==> src/rtl/mii_rx_pkg.sv <==
package mii_rx_pkg;

    localparam int ADDR_BYTES = 6;
    localparam logic [31:0] CRC_POLY_REFL = 32'hEDB88320;
    localparam logic [31:0] CRC_RESIDUE   = 32'hDEBB20E3;

    typedef enum logic [2:0] {
        RX_IDLE,
        RX_PRE,
        RX_DATA,
        RX_DROP,
        RX_FLUSH
    } rx_state_e;

    typedef enum logic [1:0] {
        MATCH_NONE  = 2'b00,
        MATCH_OWN   = 2'b01,
        MATCH_MULTI = 2'b10,
        MATCH_BCAST = 2'b11
    } match_e;

    typedef struct packed {
        logic   crc_err;
        logic   len_err;
        logic   sym_err;
        match_e kind;
    } rx_status_t;

    // advance a reflected CRC-32 by one nibble, least significant bit first
    function automatic logic [31:0] crc_step_nib(logic [31:0] crc, logic [3:0] nib);
        logic [31:0] c;
        c = crc;
        for (int i = 0; i < 4; i++) begin
            if (c[0] ^ nib[i]) c = (c >> 1) ^ CRC_POLY_REFL;
            else               c = c >> 1;
        end
        return c;
    endfunction

endpackage

==> src/rtl/mii_rx_crc32.sv <==
module mii_rx_crc32
    import mii_rx_pkg::*;
(
    input  logic       clk,
    input  logic       rst_n,
    input  logic       init,
    input  logic       nib_vld,
    input  logic [3:0] nib,
    output logic       crc_ok
);

    logic [31:0] crc_d, crc_q;

    always_comb begin
        crc_d = crc_q;
        if (init)         crc_d = '1;
        else if (nib_vld) crc_d = crc_step_nib(crc_q, nib);
    end

    always_ff @(posedge clk or negedge rst_n) begin
        if (!rst_n) crc_q <= '1;
        else        crc_q <= crc_d;
    end

    assign crc_ok = (crc_q == CRC_RESIDUE);

endmodule

==> src/rtl/mii_rx_addr_filter.sv <==
module mii_rx_addr_filter
    import mii_rx_pkg::*;
(
    input  logic [47:0] dest,
    input  logic [47:0] station,
    output match_e      kind
);

    always_comb begin
        if (&dest)                kind = MATCH_BCAST;
        else if (dest[40])        kind = MATCH_MULTI;
        else if (dest == station) kind = MATCH_OWN;
        else                      kind = MATCH_NONE;
    end

endmodule

==> src/rtl/mii_rx_magic.sv <==
module mii_rx_magic
    import mii_rx_pkg::*;
#(
    parameter int SYNC_BYTES = 6,
    parameter int REPEATS    = 16
) (
    input  logic        clk,
    input  logic        rst_n,
    input  logic        clr,
    input  logic        enable,
    input  logic        byte_vld,
    input  logic [7:0]  byte_in,
    input  logic [47:0] station,
    output logic        hit
);

    localparam int FF_W  = $clog2(SYNC_BYTES + 1);
    localparam int REP_W = (REPEATS > 1) ? $clog2(REPEATS) : 1;

    typedef struct packed {
        logic [FF_W-1:0]  ff_cnt;
        logic             matching;
        logic [2:0]       pos;
        logic [REP_W-1:0] rep;
        logic             done;
        logic             hit;
    } magic_t;

    magic_t s_d, s_q;
    logic [7:0] expect_byte;

    always_comb begin
        expect_byte = station[47:40];
        for (int i = 0; i < ADDR_BYTES; i++) begin
            if (s_q.pos == 3'(i)) expect_byte = station[8*(ADDR_BYTES-1-i) +: 8];
        end
    end

    always_comb begin
        s_d     = s_q;
        s_d.hit = 1'b0;
        if (clr) begin
            s_d = '0;
        end else if (byte_vld && !s_q.done) begin
            if (s_q.matching) begin
                if (byte_in == expect_byte) begin
                    if (s_q.pos == 3'(ADDR_BYTES - 1)) begin
                        s_d.pos = '0;
                        if (s_q.rep == REP_W'(REPEATS - 1)) begin
                            s_d.done     = 1'b1;
                            s_d.matching = 1'b0;
                            s_d.hit      = enable;
                        end else begin
                            s_d.rep = s_q.rep + 1'b1;
                        end
                    end else begin
                        s_d.pos = s_q.pos + 1'b1;
                    end
                end else begin
                    s_d.matching = 1'b0;
                    s_d.pos      = '0;
                    s_d.rep      = '0;
                    s_d.ff_cnt   = (byte_in == 8'hFF) ? FF_W'(1) : '0;
                end
            end else if (byte_in == 8'hFF) begin
                if (s_q.ff_cnt != FF_W'(SYNC_BYTES)) s_d.ff_cnt = s_q.ff_cnt + 1'b1;
            end else if (s_q.ff_cnt == FF_W'(SYNC_BYTES) && byte_in == station[47:40]) begin
                s_d.matching = 1'b1;
                s_d.pos      = 3'd1;
                s_d.rep      = '0;
                s_d.ff_cnt   = '0;
            end else begin
                s_d.ff_cnt = '0;
            end
        end
    end

    always_ff @(posedge clk or negedge rst_n) begin
        if (!rst_n) s_q <= '0;
        else        s_q <= s_d;
    end

    assign hit = s_q.hit;

endmodule

==> src/rtl/mii_rx_filter.sv <==
module mii_rx_filter
    import mii_rx_pkg::*;
#(
    parameter int MIN_LEN     = 64,
    parameter int MAX_LEN     = 1518,
    parameter int WAKE_SYNC   = 6,
    parameter int WAKE_COPIES = 16
) (
    input  logic        clk,
    input  logic        rst_n,
    input  logic [3:0]  mii_rxd,
    input  logic        mii_dv,
    input  logic        mii_er,
    input  logic [47:0] station_addr,
    input  logic        wake_en,
    output logic        fifo_wr,
    output logic [7:0]  fifo_data,
    output logic        fifo_sof,
    output logic        fifo_eof,
    output logic [4:0]  fifo_status,
    output logic        wake_pulse
);

    localparam int LEN_W = $clog2(MAX_LEN + 2);
    localparam int CNT_W = $clog2(ADDR_BYTES + 1);
    localparam logic [LEN_W-1:0] LEN_CAP = LEN_W'(MAX_LEN + 1);

    typedef struct packed {
        rx_state_e                      st;
        logic [3:0]                     lo_nib;
        logic                           phase;
        logic [LEN_W-1:0]               len;
        logic [ADDR_BYTES-1:0][7:0]     dly;
        logic [CNT_W-1:0]               dly_cnt;
        logic                           accept;
        match_e                         kind;
        logic                           sof_pend;
        logic                           sym_err;
        rx_status_t                     status;
        logic                           wr;
        logic [7:0]                     data;
        logic                           sof;
        logic                           eof;
        rx_status_t                     stat_out;
    } rx_t;

    rx_t s_d, s_q;

    logic        crc_init, nib_vld, crc_ok;
    logic        byte_vld, magic_clr;
    logic [7:0]  byte_now;
    logic [47:0] dest;
    match_e      dest_kind;

    assign byte_now = {mii_rxd, s_q.lo_nib};

    always_comb begin
        for (int i = 0; i < ADDR_BYTES - 1; i++) begin
            dest[8*(ADDR_BYTES-1-i) +: 8] = s_q.dly[i];
        end
        dest[7:0] = byte_now;
    end

    mii_rx_addr_filter u_filter (
        .dest    (dest),
        .station (station_addr),
        .kind    (dest_kind)
    );

    mii_rx_crc32 u_crc (
        .clk     (clk),
        .rst_n   (rst_n),
        .init    (crc_init),
        .nib_vld (nib_vld),
        .nib     (mii_rxd),
        .crc_ok  (crc_ok)
    );

    mii_rx_magic #(
        .SYNC_BYTES (WAKE_SYNC),
        .REPEATS    (WAKE_COPIES)
    ) u_magic (
        .clk      (clk),
        .rst_n    (rst_n),
        .clr      (magic_clr),
        .enable   (wake_en),
        .byte_vld (byte_vld),
        .byte_in  (byte_now),
        .station  (station_addr),
        .hit      (wake_pulse)
    );

    always_comb begin
        s_d          = s_q;
        s_d.wr       = 1'b0;
        s_d.sof      = 1'b0;
        s_d.eof      = 1'b0;
        s_d.stat_out = '0;
        crc_init     = 1'b0;
        nib_vld      = 1'b0;
        byte_vld     = 1'b0;
        magic_clr    = 1'b0;

        case (s_q.st)
            RX_IDLE: begin
                if (mii_dv && mii_rxd == 4'h5) s_d.st = RX_PRE;
            end
            RX_PRE: begin
                if (!mii_dv) begin
                    s_d.st = RX_IDLE;
                end else if (mii_rxd == 4'hD) begin
                    s_d.st       = RX_DATA;
                    s_d.phase    = 1'b0;
                    s_d.len      = '0;
                    s_d.dly_cnt  = '0;
                    s_d.accept   = 1'b0;
                    s_d.kind     = MATCH_NONE;
                    s_d.sof_pend = 1'b0;
                    s_d.sym_err  = 1'b0;
                    crc_init     = 1'b1;
                    magic_clr    = 1'b1;
                end else if (mii_rxd != 4'h5) begin
                    s_d.st = RX_DROP;
                end
            end
            RX_DATA: begin
                if (mii_dv) begin
                    nib_vld = 1'b1;
                    if (mii_er) s_d.sym_err = 1'b1;
                    if (!s_q.phase) begin
                        s_d.lo_nib = mii_rxd;
                        s_d.phase  = 1'b1;
                    end else begin
                        s_d.phase = 1'b0;
                        byte_vld  = 1'b1;
                        if (s_q.len != LEN_CAP) s_d.len = s_q.len + 1'b1;
                        if (s_q.dly_cnt == CNT_W'(ADDR_BYTES)) begin
                            if (s_q.accept) begin
                                s_d.wr       = 1'b1;
                                s_d.data     = s_q.dly[0];
                                s_d.sof      = s_q.sof_pend;
                                s_d.sof_pend = 1'b0;
                            end
                            for (int i = 0; i < ADDR_BYTES - 1; i++) s_d.dly[i] = s_q.dly[i+1];
                            s_d.dly[ADDR_BYTES-1] = byte_now;
                        end else begin
                            for (int i = 0; i < ADDR_BYTES; i++) begin
                                if (s_q.dly_cnt == CNT_W'(i)) s_d.dly[i] = byte_now;
                            end
                            s_d.dly_cnt = s_q.dly_cnt + 1'b1;
                            if (s_q.dly_cnt == CNT_W'(ADDR_BYTES - 1)) begin
                                s_d.kind     = dest_kind;
                                s_d.accept   = (dest_kind != MATCH_NONE);
                                s_d.sof_pend = (dest_kind != MATCH_NONE);
                            end
                        end
                    end
                end else begin
                    s_d.status.crc_err = !crc_ok;
                    s_d.status.len_err = (s_q.len < LEN_W'(MIN_LEN)) || (s_q.len > LEN_W'(MAX_LEN));
                    s_d.status.sym_err = s_q.sym_err;
                    s_d.status.kind    = s_q.kind;
                    s_d.st             = s_q.accept ? RX_FLUSH : RX_IDLE;
                end
            end
            RX_FLUSH: begin
                s_d.wr       = 1'b1;
                s_d.data     = s_q.dly[0];
                s_d.sof      = s_q.sof_pend;
                s_d.sof_pend = 1'b0;
                for (int i = 0; i < ADDR_BYTES - 1; i++) s_d.dly[i] = s_q.dly[i+1];
                s_d.dly[ADDR_BYTES-1] = '0;
                s_d.dly_cnt = s_q.dly_cnt - 1'b1;
                if (s_q.dly_cnt == CNT_W'(1)) begin
                    s_d.eof      = 1'b1;
                    s_d.stat_out = s_q.status;
                    s_d.accept   = 1'b0;
                    s_d.st       = RX_IDLE;
                end
            end
            RX_DROP: begin
                if (!mii_dv) s_d.st = RX_IDLE;
            end
            default: s_d.st = RX_IDLE;
        endcase
    end

    always_ff @(posedge clk or negedge rst_n) begin
        if (!rst_n) begin
            s_q    <= '0;
            s_q.st <= RX_IDLE;
        end else begin
            s_q <= s_d;
        end
    end

    assign fifo_wr     = s_q.wr;
    assign fifo_data   = s_q.data;
    assign fifo_sof    = s_q.sof;
    assign fifo_eof    = s_q.eof;
    assign fifo_status = s_q.stat_out;

endmodule

==> config.mk <==
export PLATFORM = sky130hd
export DESIGN_NAME = mii_rx_filter
export DESIGN_NICKNAME = d
export VERILOG_FILES = /design/src/rtl/mii_rx_pkg.sv /design/src/rtl/mii_rx_crc32.sv /design/src/rtl/mii_rx_addr_filter.sv /design/src/rtl/mii_rx_magic.sv /design/src/rtl/mii_rx_filter.sv
export SDC_FILE = /design/constraint.sdc
export NUM_CORES = 1
export LEC_CHECK = 0
export BUFFER_PORTS_ARGS = -buffer_cell sky130_fd_sc_hd__clkbuf_2
export CORE_ASPECT_RATIO = 0.7
export CORE_UTILIZATION = 55
export DETAILED_ROUTE_END_ITERATION = 12
export PLACE_DENSITY = 0.85
export SYNTH_ARGS = -nofsm -noshare
export SYNTH_HDL_FRONTEND = slang
export SYNTH_SLANG_ARGS = --single-unit
export TNS_END_PERCENT = 100
==> constraint.sdc <==
create_clock -name clk -period 3.5 [get_ports clk]
set_input_delay 0.35 -clock clk [delete_from_list [all_inputs] [get_ports clk]]
set_output_delay 0.35 -clock clk [all_outputs]
set_load 0.02 [all_outputs]
==> results.py <==
metrics = {
    "run_status": {
        "outcome": "finished, violations left",
        "violations": "negative hold slack",
    },
    "place": {
        "place_congestion": 0.992,
        "port_buffers": 73,
        "dp_hpwl_mm": 17.2,
        "dp_slack_ns": 0.429,
        "post-place-cells": 1139,
    },
    "timing": {
        "slew_violations": 0,
        "setup_viol": 0,
        "worst_slack_ns": 0.348,
        "fin_crit_sh_pct": 90.1,
        "hold_slack_ns": -0.0171,
        "finalCriticalPeriod_ns": 3.15,
        "fmax_mhz": 317,
        "worst_pin_slew_ns": 1.00,
        "setup_tns_ns": 0,
        "rsz0062_at_grt": "no",
        "clock_skew_ns": 0.0258,
        "finalHoldViolCount": 3,
        "max-slew-margin-rel_pct": 32.8,
    },
    "synthesis": {
        "synth_mux_area_share_pct": 4.13,
        "synth_edf_count": 0,
        "yosysSeqAreaShare_pct": 42.6,
        "yosys_warnings": 0,
        "syn_nets": 980,
        "ys_seq_elements": 141,
        "yosysUniqueCellTypes": 78,
        "synthCells": 912,
        "yosys.area_share.adder_pct": 1.64,
        "synth_compound_area_share_pct": 16.9,
        "yosys.area_share.simple_pct": 19.7,
        "synth_xor_area_share_pct": 10.2,
        "ys.flop_type": "dfrtp_1",
        "synthArstFlopShare_pct": 100,
        "syn_avg_cell_area_sq_um": 9.19,
        "synth_top_family_by_area": "simple AND/OR/NAND/NOR gates",
        "netlist_area_sq_mm": 0.00838,
    },
    "cts": {
        "htreeDepth": 4,
        "insertion_delay_ns": 0.44,
        "hold_buffers": 0,
        "cts_resized": 0,
        "cts_buffers": 17,
        "cts_sinks": 141,
        "postCtsSetupBuffers": 0,
        "path_clk_slew_ns": 0.06,
        "clock-root-buffer": "clkbuf_16",
        "cts_tree": "built",
        "cts_max_path_buffers": 2,
    },
    "critical_path": {
        "crit_chain": "and2_1, ha_1, mux2_2, o311ai_0, nor2_1, nor3_1, nand4_2, a211oi_1, a21o_1",
        "end_kind": "flop",
        "path_max_fanout": 11,
        "crit_slowest_cell": "o311ai_0",
        "arrival_ns": 3.51,
        "reg2reg_from": "u_magic.s_q[7]",
        "required_ns": 3.86,
        "timing.rr.end": "u_magic.s_q[4]",
        "worst_r2r_path_depth": 9,
        "start_kind": "flop",
        "crit_type": "flop to flop",
        "reg2reg_slack_ns": 0.35,
        "max_stage_delay_ns": 0.61,
    },
    "floorplan": {
        "rows": 37,
        "die_w_um": 150,
        "initial_core_util_pct": 56.8,
        "io_pins": 74,
        "die_y_um": 105,
        "coreArea_sq_mm": 0.0148,
        "fp.dieArea_sq_mm": 0.0157,
    },
    "pwr": {
        "leakagePower_nw": 4.15,
        "peakVddDrop_v": 0.000590,
        "powerDensity_mw_per_mm2": 755,
        "power_mw": 7.13,
    },
    "layout": {
        "final_cells": 1171,
        "ff_latch_area_sq_mm": 0.00357,
        "fill_cells": 1212,
        "finalNetCount": 1031,
        "drive_gt1_share_pct": 19.4,
        "antennaDiodeCount": 0,
        "final_util_pct": 63.9,
        "multiInputGateArea_sq_mm": 0.00441,
        "area_growth_pct": 12.7,
    },
    "flow_run": {
        "drv_cap": 0,
    },
    "detailed_routing": {
        "drc_errors": 0,
        "detail_route.vias_per_cell": 6.26,
        "vias": 7335,
        "drt_iter0_markers": 831,
        "totalWireLength_mm": 23.9,
        "wl_per_cell_um": 20.4,
        "ant_nets": 0,
        "firstDrtPassIters": 6,
    },
    "global_route": {
        "antenna_found_initial": 0,
        "grt.total_usage_pct": 32.2,
        "grt_pass1_vias": 6954,
        "grt_max_degree": 92,
        "grt_pass1_wl_mm": 38.3,
        "overflow": 0,
    },
    "hold_path": {
        "hp-class": "input port to asynchronous set/reset pin",
    },
}
==> metal layers <==
layer,GRT usage [%],up-vias,wire [um]
met4,10.1,0,428
met5,0,-,0
met1,47.9,3544,10600
li1,-,3329,-
met2,44.5,411,10200
met3,9.57,51,2640
==> cells in the mapped netlist, types with 3 or more instances <==
cell type  number  area (sq um)
xor2_1         66           578
and3b_1         4          35.0
nand3_1        17          85.1
a22o_1          5          43.8
nor2b_1         9          56.3
nor4b_1         3          26.3
and4_1          3          26.3
o21a_1          5          37.5
dfstp_2        32           841
nor3b_1         4          30.0
o31ai_1         4          30.0
nand3b_1        6          45.0
nor2_1         80           300
o211ai_1        5          37.5
nor4bb_1        3          30.0
o32a_1          3          30.0
a211oi_1        8          60.1
a21oi_1       103           515
clkbuf_1       32           120
nand2_1        78           293
o21ai_1         5          25.0
nand4b_1        3          26.3
a311oi_1        3          26.3
nor4_1         15          93.8
a2111oi_0       3          26.3
dfrtp_1       109          2730
a21o_1          8          60.1
buf_2          10          50.1
and2_1         12          75.1
nand4_1        21           131
o21ai_0        51           255
buf_4          16           120
or3_1           3          18.8
mux2i_1        11           110
mux2_2         21           236
nand2b_1       16           100
and3_1         12          75.1
o22ai_1         4          25.0
o22a_1          6          52.6
inv_1          20          75.1
xnor2_1        32           280
nor3_1         11          55.1
ha_1           11           138
==> sequential cells by signal (all words and copies together), names as in the netlist <==
name and count:
fifo_data 8, u_magic.s_q 12, fifo_eof 1, u_magic.hit 1, fifo_wr 1, dest 40, byte_now 4, fifo_status 5
u_crc.crc_q 32, fifo_sof 1, s_q 36
==> through the flow <==
stage          hold WS, ns  instance area (sq um)
2_1_floorplan       0.0544                   8380
3_3_place_gp         0.464                   8830
3_5_place_dp         0.471                   8830
4_1_cts             0.0217                   9440
5_1_grt             0.0421                   9440
6_report           -0.0171                   9440
==> critical path, delay by kind of cell, from the launching register on <==
kind | cells | cell delay [ns]
AO/OA/AOI/OAI | 3 | 1.10
AND/OR/NAND/NOR | 4 | 0.96
flip-flops | 1 | 0.48
multiplexers | 1 | 0.35
adder cells (fa/ha/maj) | 1 | 0.20
==> worst max path at each step <==
stage | start | slack, ns | endpoint | depth (start not counted)
2_1_floorplan | u_magic.s_q[6] | 0.32 | u_magic.s_q[3] | 13
3_3_place_gp | u_magic.s_q[7] | 0.57 | u_magic.s_q[3] | 9
3_5_place_dp | u_magic.s_q[7] | 0.43 | u_magic.s_q[3] | 9
4_1_cts | u_magic.s_q[7] | 0.41 | u_magic.s_q[4] | 9
5_1_grt | u_magic.s_q[7] | 0.07 | u_magic.s_q[3] | 9
6_report | u_magic.s_q[7] | 0.35 | u_magic.s_q[4] | 9
==> cells in the final DEF (no fill, tap or decap), types with 12 or more instances in the layout <==
master,Yosys,layout
dfstp_2,32,32
nor4_1,15,15
mux2_2,21,21
a21oi_1,103,103
clkbuf_2,1,72
dfrtp_1,109,109
inv_1,20,20
nand3_1,17,17
clkbuf_16,0,21
nand2_1,78,78
nand4_1,21,21
xnor2_1,32,32
buf_4,16,20
xor2_1,66,66
nand2b_1,16,16
and2_1,12,12
nor2_1,80,79
and3_1,12,12
o21ai_0,51,51
==> report_power, final <==
part | internal (mW) | total, mW | switching, mW
logic | 0.971 | 2.20 | 1.23
clock network | 1.10 | 1.84 | 0.732
registers | 2.31 | 3.09 | 0.774
==> kinds of logic (layout without fill, tap and decap cells) <==
kind of cell | Yosys count | in the layout
AOI/OAI and AO/OA | 233 | 233
xor gates and xnor gates | 98 | 98
adders and majority gates | 11 | 11
buffers and inverters | 83 | 147
DFF | 141 | 141
muxes | 32 | 32
and+or+nand+nor | 314 | 314
==> layout make-up <==
type                    instances  area share (%)
multi-input cells             688            46.7
clock buffers                  24            5.79
inverters                      22           0.901
well taps                     195            2.58
clock inverters                 8           0.689
repair buffers                 93            5.52
flip-flops and latches        141            37.8
Note: power is estimated with default switching activity, not from simulation.
